File: src/rtl/ibrk_pkg.sv
package ibrk_pkg;
   typedef enum logic {
      BRK_BEFORE = 1'b0,
      BRK_AFTER  = 1'b1
   } brk_mode_e;
endpackage

File: src/rtl/ibrk_addr_match.sv
module ibrk_addr_match #(
   parameter int AW      = 32,
   parameter int CMP_LSB = 1
) (
   input  logic [AW-1:0] addr_a,
   input  logic [AW-1:0] addr_b,
   output logic          hit
);
   localparam logic [AW-1:0] MASK = ~((AW'(1) << CMP_LSB) - AW'(1));

   generate
      if (CMP_LSB == 0) begin : g_exact
         assign hit = (addr_a == addr_b);
      end else begin : g_masked
         // low bits below CMP_LSB take no part in the comparison
         assign hit = (((addr_a ^ addr_b) & MASK) == '0);
      end
   endgenerate
endmodule

File: src/rtl/ibrk_tag_queue.sv
module ibrk_tag_queue #(
   parameter int QD = 2
) (
   input  logic clk,
   input  logic rst_n,
   input  logic clr,
   input  logic push,
   input  logic push_tag,
   input  logic pop,
   input  logic flush,
   output logic head_tag,
   output logic full
);
   localparam int CW = $clog2(QD + 1);

   logic [QD-1:0] tag_q, tag_d;
   logic [CW-1:0] cnt_q, cnt_d;

   always_comb begin
      tag_d = tag_q;
      cnt_d = cnt_q;
      // order inside one cycle: consume oldest, discard rest, append new
      if (pop && cnt_q != '0) begin
         tag_d = tag_q >> 1;
         cnt_d = cnt_q - CW'(1);
      end
      if (flush) begin
         tag_d = '0;
         cnt_d = '0;
      end
      if (push && cnt_d != CW'(QD)) begin
         for (int i = 0; i < QD; i++) begin
            if (CW'(i) == cnt_d) tag_d[i] = push_tag;
         end
         cnt_d = cnt_d + CW'(1);
      end
      if (clr) begin
         tag_d = '0;
         cnt_d = '0;
      end
   end

   always_ff @(posedge clk or negedge rst_n) begin
      if (!rst_n) begin
         tag_q <= '0;
         cnt_q <= '0;
      end else begin
         tag_q <= tag_d;
         cnt_q <= cnt_d;
      end
   end

   assign head_tag = (cnt_q != '0) && tag_q[0];
   assign full     = (cnt_q == CW'(QD));
endmodule

File: src/rtl/ibrk_boundary.sv
module ibrk_boundary
   import ibrk_pkg::*;
(
   input  logic      clk,
   input  logic      rst_n,
   input  logic      clr,
   input  brk_mode_e mode,
   input  logic      ex_start,
   input  logic      ex_slot,
   input  logic      ex_inhib,
   input  logic      ex_done,
   input  logic      head_tag,
   output logic      accept,
   output logic      event_now
);
   logic inhib_q;
   logic exec_tag_q;
   logic pre_ev, post_ev;

   assign accept    = ex_start && !ex_slot && !inhib_q;
   assign pre_ev    = ex_start && head_tag && (mode == BRK_BEFORE);
   assign post_ev   = ex_done && exec_tag_q && (mode == BRK_AFTER);
   assign event_now = pre_ev || post_ev;

   always_ff @(posedge clk or negedge rst_n) begin
      if (!rst_n) begin
         inhib_q    <= 1'b0;
         exec_tag_q <= 1'b0;
      end else begin
         if (ex_start) inhib_q <= ex_inhib;
         if (clr)
            exec_tag_q <= 1'b0;
         else if (ex_start)
            exec_tag_q <= head_tag;
         else if (ex_done)
            exec_tag_q <= 1'b0;
      end
   end
endmodule

File: src/rtl/ibrk_request.sv
module ibrk_request (
   input  logic clk,
   input  logic rst_n,
   input  logic clr,
   input  logic accept,
   input  logic event_now,
   input  logic ack,
   output logic req
);
   logic held_q, req_q;
   logic deliver;

   assign deliver = accept && !req_q && (held_q || event_now);

   always_ff @(posedge clk or negedge rst_n) begin
      if (!rst_n) begin
         held_q <= 1'b0;
         req_q  <= 1'b0;
      end else if (clr) begin
         held_q <= 1'b0;
         req_q  <= 1'b0;
      end else begin
         held_q <= (req_q || deliver) ? 1'b0 : (held_q || event_now);
         req_q  <= deliver || (req_q && !ack);
      end
   end

   assign req = req_q;
endmodule

File: src/rtl/ibrk_timing_seq.sv
module ibrk_timing_seq
   import ibrk_pkg::*;
#(
   parameter int AW      = 32,
   parameter int QD      = 2,
   parameter int CMP_LSB = 1
) (
   input  logic          clk,
   input  logic          rst_n,
   input  logic          cfg_en,
   input  logic [AW-1:0] cfg_addr,
   input  logic          cfg_after,
   input  logic          fetch_valid,
   input  logic [AW-1:0] fetch_addr,
   input  logic          fetch_kill,
   input  logic          ex_start,
   input  logic          ex_slot,
   input  logic          ex_inhib,
   input  logic          ex_done,
   input  logic          irq_ack,
   output logic          brk_req
);
   generate
      if (QD < 1) begin : g_bad_qd
         $error("ibrk_timing_seq: QD must be at least 1");
      end
      if (CMP_LSB < 0 || CMP_LSB >= AW) begin : g_bad_lsb
         $error("ibrk_timing_seq: CMP_LSB out of range");
      end
   endgenerate

   logic clr;
   logic addr_hit;
   logic head_tag;
   logic q_full;
   logic accept;
   logic event_now;

   assign clr = !cfg_en;

   ibrk_addr_match #(.AW(AW), .CMP_LSB(CMP_LSB)) u_match (
      .addr_a (fetch_addr),
      .addr_b (cfg_addr),
      .hit    (addr_hit)
   );

   ibrk_tag_queue #(.QD(QD)) u_queue (
      .clk      (clk),
      .rst_n    (rst_n),
      .clr      (clr),
      .push     (fetch_valid),
      .push_tag (addr_hit && cfg_en),
      .pop      (ex_start),
      .flush    (fetch_kill),
      .head_tag (head_tag),
      .full     (q_full)
   );

   ibrk_boundary u_bound (
      .clk       (clk),
      .rst_n     (rst_n),
      .clr       (clr),
      .mode      (brk_mode_e'(cfg_after)),
      .ex_start  (ex_start),
      .ex_slot   (ex_slot),
      .ex_inhib  (ex_inhib),
      .ex_done   (ex_done),
      .head_tag  (head_tag),
      .accept    (accept),
      .event_now (event_now)
   );

   ibrk_request u_req (
      .clk       (clk),
      .rst_n     (rst_n),
      .clr       (clr),
      .accept    (accept),
      .event_now (event_now),
      .ack       (irq_ack),
      .req       (brk_req)
   );
endmodule

File: config.mk
export PLATFORM = sky130hd
export DESIGN_NAME = ibrk_timing_seq
export DESIGN_NICKNAME = d
export VERILOG_FILES = /design/src/rtl/ibrk_pkg.sv /design/src/rtl/ibrk_addr_match.sv /design/src/rtl/ibrk_tag_queue.sv /design/src/rtl/ibrk_boundary.sv /design/src/rtl/ibrk_request.sv /design/src/rtl/ibrk_timing_seq.sv
export SDC_FILE = /design/constraint.sdc
export NUM_CORES = 1
export LEC_CHECK = 0
export BUFFER_PORTS_ARGS = -buffer_cell sky130_fd_sc_hd__buf_2
export CORE_MARGIN = 1.5
export CORE_UTILIZATION = 36
export DETAILED_ROUTE_END_ITERATION = 7
export PLACE_DENSITY_LB_ADDON = 0.25
export SYNTH_ARGS = -nofsm -noshare
export SYNTH_HDL_FRONTEND = slang
export SYNTH_SLANG_ARGS = --single-unit
File: constraint.sdc
create_clock -name clk -period 2.3 [get_ports clk]
set_input_delay 0.23 -clock clk [delete_from_list [all_inputs] [get_ports clk]]
set_output_delay 0.23 -clock clk [all_outputs]
set_load 0.02 [all_outputs]
; Yosys cells after proc, flatten, opt, wreduce, memory -nomap -nowiden
; Cells that the tools add are included.
[word_totals]
reg_bits = 8
output_inout_bits = 1
[op_classes]
addsub = 2
eq_ne = 3
muxes = 16
bitwise = 2
n_reduce_logical = 24
[op_table]
columns = cell, count
row1 = $logic_not 32->1, 1
row2 = $xor 32x32->32, 1
row3 = $mux 2, 8
row4 = $logic_and 1x1->1, 13
row5 = $mux 1, 8
row6 = $logic_not 1->1, 4
row7 = $logic_or 1x1->1, 4
row8 = $ne 3x1->1 const B, 1
row9 = $add 2x1->2 const B, 1
row10 = $eq 1x2->1 const A, 1
row11 = $logic_not 2->1, 1
row12 = $ne 2x2->1 const B, 1
row13 = $reduce_bool 2->1, 1
row14 = $sub 2x1->2 const B, 1
row15 = $not 1->1, 1

; Logic depth before layout (Yosys ltp)
; Gate-level depths: netlist (run 1).
[depth]
depth_word = 10
mapped_depth = 11
mapped_depth_nobuf = 11

; Cells and area by module
; A second synthesis (run 1) with hierarchy kept.
[unflattened]
hier_cells = 95
hier_area_um2 = 883.3
[modules_own_cells]
columns = module, n_inst, cells_per_inst, area_each_um2, seq_area_each_um2
row1 = ibrk_tag_queue, 1, 36, 354.1, 100.1
row2 = ibrk_addr_match, 1, 41, 340.3, 0.0
row3 = ibrk_boundary, 1, 9, 96.3, 50.0
row4 = ibrk_request, 1, 7, 82.6, 50.0
row5 = ibrk_timing_seq, 1, 2, 10.0, 0.0

; Worst setup path after synthesis (run 1)
; OpenSTA, ideal clock, no wires.
[synth_path]
path_kind = reg2reg
startpoint = register u_queue.cnt_q[0]
endpoint = register u_queue.cnt_q[1]
setup_time_ps = 66
arrival_time_ps = 1832
required_ps = 2234
setup_slack_ps = 402
stages_incl_launch_ff = 11
n_path_buf = 0
cell_sequence = dfrtp_1 inv_2 ha_1 nand2b_2 xnor2_1 nor2_2 inv_1 ha_1 nor2b_1 mux2i_1 and2_1
[synth_between]
elab_chain_cells = 8
[synth_rtl]
columns = element, line_no
row1 = "start, declared", ibrk_tag_queue.sv:17  ; logic [CW-1:0] cnt_q, cnt_d;
row2 = "start signal, assigned", ibrk_tag_queue.sv:49  ; cnt_q <= cnt_d;
row3 = "parallel branches: the longest is 2 deep, another holds $sub 2x1->2", --
row4 = $mux 2 *, ibrk_tag_queue.sv:23  ; if (pop && cnt_q != '0) begin
row5 = $mux 2 *, ibrk_tag_queue.sv:27  ; if (flush) begin
row6 = "parallel branches: the longest is 2 deep, another holds $add 2x1->2", --
row7 = $mux 2 *, ibrk_tag_queue.sv:31  ; if (push && cnt_d != CW'(QD)) begin
row8 = $mux 2 *, ibrk_tag_queue.sv:37  ; if (clr) begin
row9 = named net u_queue.cnt_d[1], ibrk_tag_queue.sv:17
; Mark *: on every way through the listed nets, which the timed path passes.
; A chain may end at the register's enable or synchronous reset.

; Worst setup path after layout (run 1)
; Same ends and word-level chain as after synthesis.

==> results.cfg, run 1 <==
[detailed_routing]
routed_via_density = 4.518
wl_per_cell_um = 9.580
drtIter0Drc = 3
num_vias = 872
drtPass1Iterations = 2
drc = 0
ant_nets = 0
routed_wl_mm = 1.849

[final_layout]
post_layout_nonfiller_instances = 193
fin_nets = 247
antenna_cells = 0
area.growth.synth_to_final_pct = 53.32
drive_gt1_share_pct = 48.80
fin_area_mm2 = 0.001241
final_core_util_pct = 60.78

[timing]
rsz0062_at_grt = false
maxSlewViolCount = 0
holdWs_ps = 209.7
tightest_slew_ps = 331.5
slew_headroom_pct = 77.86
period_share_pct = 89.48
setup_viol = 0
setup_tns_ps = 0
finalHoldViolCount = 0
layout_setup_ws_ps = 242.0
max_freq_mhz = 485.9
fin_worst_skew_ps = 2.540
layout_min_cycle_time_ps = 2058

[flow_run]
cap_violations = 0

[yosys]
synth_edf_count = 0
synth_area_leader_cell = xnor2_1
ys_ff_latch = 8
netlist_top_cells_area = xnor2_1 (35%), dfrtp_1 (25%), nand4_1 (7.0%), ha_1 (6.2%), mux2_2 (2.8%)
yosysWarnings = 0
postSynth.asyncResetShare_pct = 100.0
syn_avg_cell_area_um2 = 9.096
synth_top_area_share_pct = 34.62
synth-main-ff-cell = dfrtp_1
synth_cell_type_count = 25
yosysSeqAreaShare_pct = 24.73
synth_commonest_cells = xnor2_1 (32), nand4_1 (9), dfrtp_1 (8)
synth_area_um2 = 809.5
yosysMostFrequentCell = xnor2_1
syn_nets = 168
syn_inst = 89

[clock_network]
cts_tree = yes
root_buffer = clkbuf_4
path_clk_slew_ps = 50
clk_path_buf_depth = 2
cts-htree-levels = 1
cts-buffers-inserted = 3
clock-sinks = 8
clkLatencyLatePin_ps = 250

[worst_setup_path]
r2r_setup_slack_ps = 240
cpPeakStageDelay_ps = 330
worstSetupEndpoint = u_queue.cnt_q[1]$_DFF_PN0_
reg2reg_from = u_queue.cnt_q[0]$_DFF_PN0_
reg2reg_to = u_queue.cnt_q[1]$_DFF_PN0_
crit_required_ps = 2490
cp-end-kind = flop
path_cells = inv_2 -> ha_1 -> nand2b_2 -> xnor2_1 -> nor2_2 -> inv_1 -> ha_1 -> nor2b_1 -> mux2i_1 -> and2_1
crit_start = u_queue.cnt_q[0]$_DFF_PN0_
reg2reg_depth = 10
worstSetupPathType = flop to flop
slowest_stage = dfrtp_1
cp_max_fo = 4
cp.arrival_ps = 2250
crit_top_cell = ha_1
cp-start-kind = flop

[power]
p_per_area_mw_per_mm2 = 360.4
cellLeakagePower_nw = 0.6012
power_uw = 447.3
ir_drop_uv = 204.9

[place]
place_inst = 189
dp_hpwl_mm = 1.694
place_ws_ps = 245.3
numPortBuffers = 73
gp_congestion = 0.7262
place_area_mm2 = 0.001209

[floorplan]
dieArea_mm2 = 0.002542
rows = 16
core_area_mm2 = 0.002042
die_h_um = 50.42
pin_count = 76
initial_core_util_pct = 39.64
die_w_um = 50.42

[global_route]
grt_usage_pct = 14.89
grt_pass1_wl_mm = 2.822
antenna_found_initial = 0
grt-ovfl-total = 0
grt_max_degree = 9
grt_pass1_vias = 786

[outcome]
status = finished clean

[min_path]
hp-class = input port to flop
holdPathStages = 2
kinds of logic (layout without fill, tap and decap cells):
kind of cell,after synthesis,count (layout),share of synthesized area (%)
AO/OA/AOI/OAI,5,5,4.174
XOR/XNOR,33,33,35.70
adder cells (fa/ha/maj),4,4,6.183
buffers and inverters,4,81,1.854
flip-flops,8,8,24.73
multiplexers,4,4,5.255
AND/OR/NAND/NOR,31,31,22.10
layout by cell type (no fill, tap or decap), types with 2 or more instances in the layout:
cell	n
nand2_1	5
mux2i_1	2
nor2b_1	3
dfrtp_1	8
nor2_1	2
mux2_2	2
nor4_1	2
nor3_1	2
clkbuf_4	3
inv_1	3
buf_2	73
ha_1	4
o21ai_1	2
nand4_1	9
xnor2_1	32
and2_1	2
metal layers:
layer	wire length, um	part of all wire, %	GRT usage (%)
met4	49	2.7	10.81
met1	674	36	15.31
met3	155	8.4	1.786
met5	0	0	0
met2	970	52	27.41
layout make-up:
type | count | area [um2]
Fill cell | 194 | 800.8
Multi-Input combinational cell | 77 | 594.3
Timing Repair Buffer | 74 | 375.4
Sequential cell | 8 | 200.2
Tap cell | 27 | 33.78
Clock buffer | 3 | 22.52
Inverter | 4 | 15.01
where the power goes:
part	switching, mW	total (mW)	internal (mW)
clock	0.0452	0.105	0.0595
sequential	0.00229	0.150	0.148
combinational	0.0799	0.193	0.113
repair_timing:
item / 4_1_cts / 5_1_grt
hold endpoints to repair: 8 / 0
hold buffers: 1 / 0
gates resized for setup: 0 / 0
buffers inserted: 0 / 0
how the worst min path moves through the flow:
stage          startpoint                             end
6_report         ex_inhib     u_bound.inhib_q$_DFFE_PN0P_
5_1_grt          ex_inhib     u_bound.inhib_q$_DFFE_PN0P_
4_1_cts          ex_inhib     u_bound.inhib_q$_DFFE_PN0P_
3_5_place_dp        rst_n  u_bound.exec_tag_q$_DFFE_PN0P_
3_3_place_gp        rst_n  u_bound.exec_tag_q$_DFFE_PN0P_
2_1_floorplan       rst_n  u_bound.exec_tag_q$_DFFE_PN0P_
worst max-delay path, delay by kind of cell (launching register included):
kind / cells / cell delay [ps]
xor gates and xnor gates: 1 / 150
adders and majority gates: 2 / 380
buffers and inverters: 2 / 120
DFF: 1 / 330
muxes: 1 / 220
and+or+nand+nor: 4 / 800
sequential cells by signal (all words and copies together) (netlist names):
| register | cells |
|---|---|
| u_req.req | 1 |
| u_bound.exec_tag_q | 1 |
| u_req.held_q | 1 |
| u_queue.tag_q | 2 |
| u_bound.inhib_q | 1 |
| u_queue.cnt_q | 2 |
Power figures use the tool's default switching activity.
==> run 2: changes to the inputs <==
--- a/config.mk
+++ b/config.mk
@@ -6,7 +6,6 @@
 export NUM_CORES = 1
 export LEC_CHECK = 0
 export BUFFER_PORTS_ARGS = -buffer_cell sky130_fd_sc_hd__buf_2
-export CORE_MARGIN = 1.5
 export CORE_UTILIZATION = 36
 export DETAILED_ROUTE_END_ITERATION = 7
 export PLACE_DENSITY_LB_ADDON = 0.25
==> results.cfg, run 2 (synthesis gave the netlist of run 1 again) <==
[clock_network]
path_clk_slew_ps = 50
root_buffer = clkbuf_4
cts-htree-levels = 1
clock-sinks = 8
cts-buffers-inserted = 3
clk_path_buf_depth = 2
cts_tree = yes
clkLatencyLatePin_ps = 250

[worst_setup_path]
crit_required_ps = 2490
cpPeakStageDelay_ps = 340
cp-start-kind = flop
r2r_setup_slack_ps = 230
reg2reg_depth = 10
cp_max_fo = 4
crit_top_cell = ha_1
cp_num_buf_inv = 2
slowest_stage = dfrtp_1
path_cells = inv_2 -> ha_1 -> nand2b_2 -> xnor2_1 -> nor2_2 -> inv_1 -> ha_1 -> nor2b_1 -> mux2i_1 -> and2_1
worstSetupPathType = flop to flop
cp.arrival_ps = 2260
cp-end-kind = flop
reg2reg_from = u_queue.cnt_q[0]$_DFF_PN0_
path_delay_family = simple AND/OR/NAND/NOR gates
reg2reg_to = u_queue.cnt_q[1]$_DFF_PN0_
crit_start = u_queue.cnt_q[0]$_DFF_PN0_

[global_route]
grt_usage_pct = 15.78
grt-ovfl-total = 0
grt_max_degree = 9
grt_pass1_wl_mm = 2.932
antenna_found_initial = 0
grt_pass1_vias = 790

[final_layout]
final_core_util_pct = 60.78
layout_commonest_cell = buf_2
drive_gt1_share_pct = 48.80
area.growth.synth_to_final_pct = 53.32
antenna_cells = 0
top_regs = u_queue.cnt_q x2, u_queue.tag_q x2
layout_common_cells = buf_2 (73), xnor2_1 (32), nand4_1 (9)
fillers = 209
fin_nets = 247

[min_path]
hold_path_end = u_bound.inhib_q$_DFFE_PN0P_
holdPathStages = 2
hold_start = ex_inhib
hp-class = input port to flop

[power]
p_int_uw = 319.9
p_comb_share_pct = 43.2
switching_share_pct = 28.69
ir_drop_uv = 219.3
p_sw_uw = 128.7
cellLeakagePower_nw = 0.6012
clkPwrFrac_pct = 23.4
p_per_area_mw_per_mm2 = 361.4
p_seq_share_pct = 33.4

[detailed_routing]
wl_per_cell_um = 9.637
wl_met2_mm = 1.026
met1_length_um = 651
routed_via_density = 4.539
drtPass1Iterations = 2
ant_nets = 0
drtIter0Drc = 1
wl_met3_um = 149
top_layer_used = met4
num_vias = 876
drc = 0
routed_wl_mm = 1.860

[timing]
period_share_pct = 89.92
setup_tns_ps = 0
layout_min_cycle_time_ps = 2068
maxSlewViolCount = 0
fin_worst_skew_ps = 0.6880
rsz0062_at_grt = false
finalHoldViolCount = 0
max_freq_mhz = 483.5
slew_headroom_pct = 77.59
tightest_slew_ps = 335.5
setup_viol = 0
holdWs_ps = 214.8

[floorplan]
core_area_mm2 = 0.002042
die_w_um = 49.42
die_h_um = 49.42
initial_core_util_pct = 39.64
dieArea_mm2 = 0.002442
pin_count = 76
rows = 16

[outcome]
status = finished clean

[place]
numPortBuffers = 73
gp_congestion = 0.7499

[flow_run]
cap_violations = 0
[run 2: cell counts in the layout (fill, tap and decap cells not counted)]
Identical to the previous run, type by type.
[run 2: cell type report]
class | instances | area, um2 | share of cell area, %
multi-input combinational | 77 | 594.3 | 47.88
clock buffer | 3 | 22.52 | 1.815
timing repair buffer | 74 | 375.4 | 30.24
inverter | 4 | 15.01 | 1.210
sequential | 8 | 200.2 | 16.13
tap | 27 | 33.78 | 2.722
[run 2: metrics by stage]
stage	cells	setup slack (ps)	total power [mW]	instance area, um2
2_1_floorplan	89	402.2	0.2598	809.5
3_3_place_gp	189	294.6	0.3404	1209
3_5_place_dp	189	231.4	0.3475	1209
4_1_cts	193	213.4	0.4558	1241
5_1_grt	193	63.31	0.4848	1241
6_report	193	231.8	0.4486	1241
[run 2: per-layer routing]
layer	vias to the layer above	global-route usage [%]
li1	461	-
met1	365	16.64
met2	46	29.91
met3	4	1.869
met4	0	8.571
met5	-	0
[run 2: worst register-to-register path: stages, from the launching register on]
cell	delay, ps
dfrtp_1	340
inv_2	40
ha_1	190
nand2b_2	220
xnor2_1	150
nor2_2	150
inv_1	90
ha_1	200
nor2b_1	290
mux2i_1	210
and2_1	130
[run 2: timing repair]
action | in CTS | in global routing
hold buffers | 1 | 0
buffers inserted | 0 | 0
endpoints found under the hold margin | 8 | 0
gates resized for setup | 0 | 0
[run 2: power groups by stage]
stage	clock (mW)	combinational, mW	sequential (mW)
5_1_grt	0.118	0.216	0.151
3_5_place_dp	0	0.195	0.152
3_3_place_gp	0	0.188	0.152
4_1_cts	0.109	0.197	0.150
6_report	0.105	0.194	0.150
2_1_floorplan	0	0.108	0.152
[run 2: worst max-delay path by stage]
stage	cells after the start	to	slack [ps]
finish	10	u_queue.cnt_q[1]$_DFF_PN0_	230
CTS	10	u_queue.cnt_q[1]$_DFF_PN0_	210
floorplan	10	u_queue.cnt_q[1]$_DFF_PN0_	400
global route	10	u_queue.cnt_q[1]$_DFF_PN0_	60
global placement	10	u_queue.cnt_q[1]$_DFF_PN0_	290
detailed placement	10	u_queue.cnt_q[1]$_DFF_PN0_	230
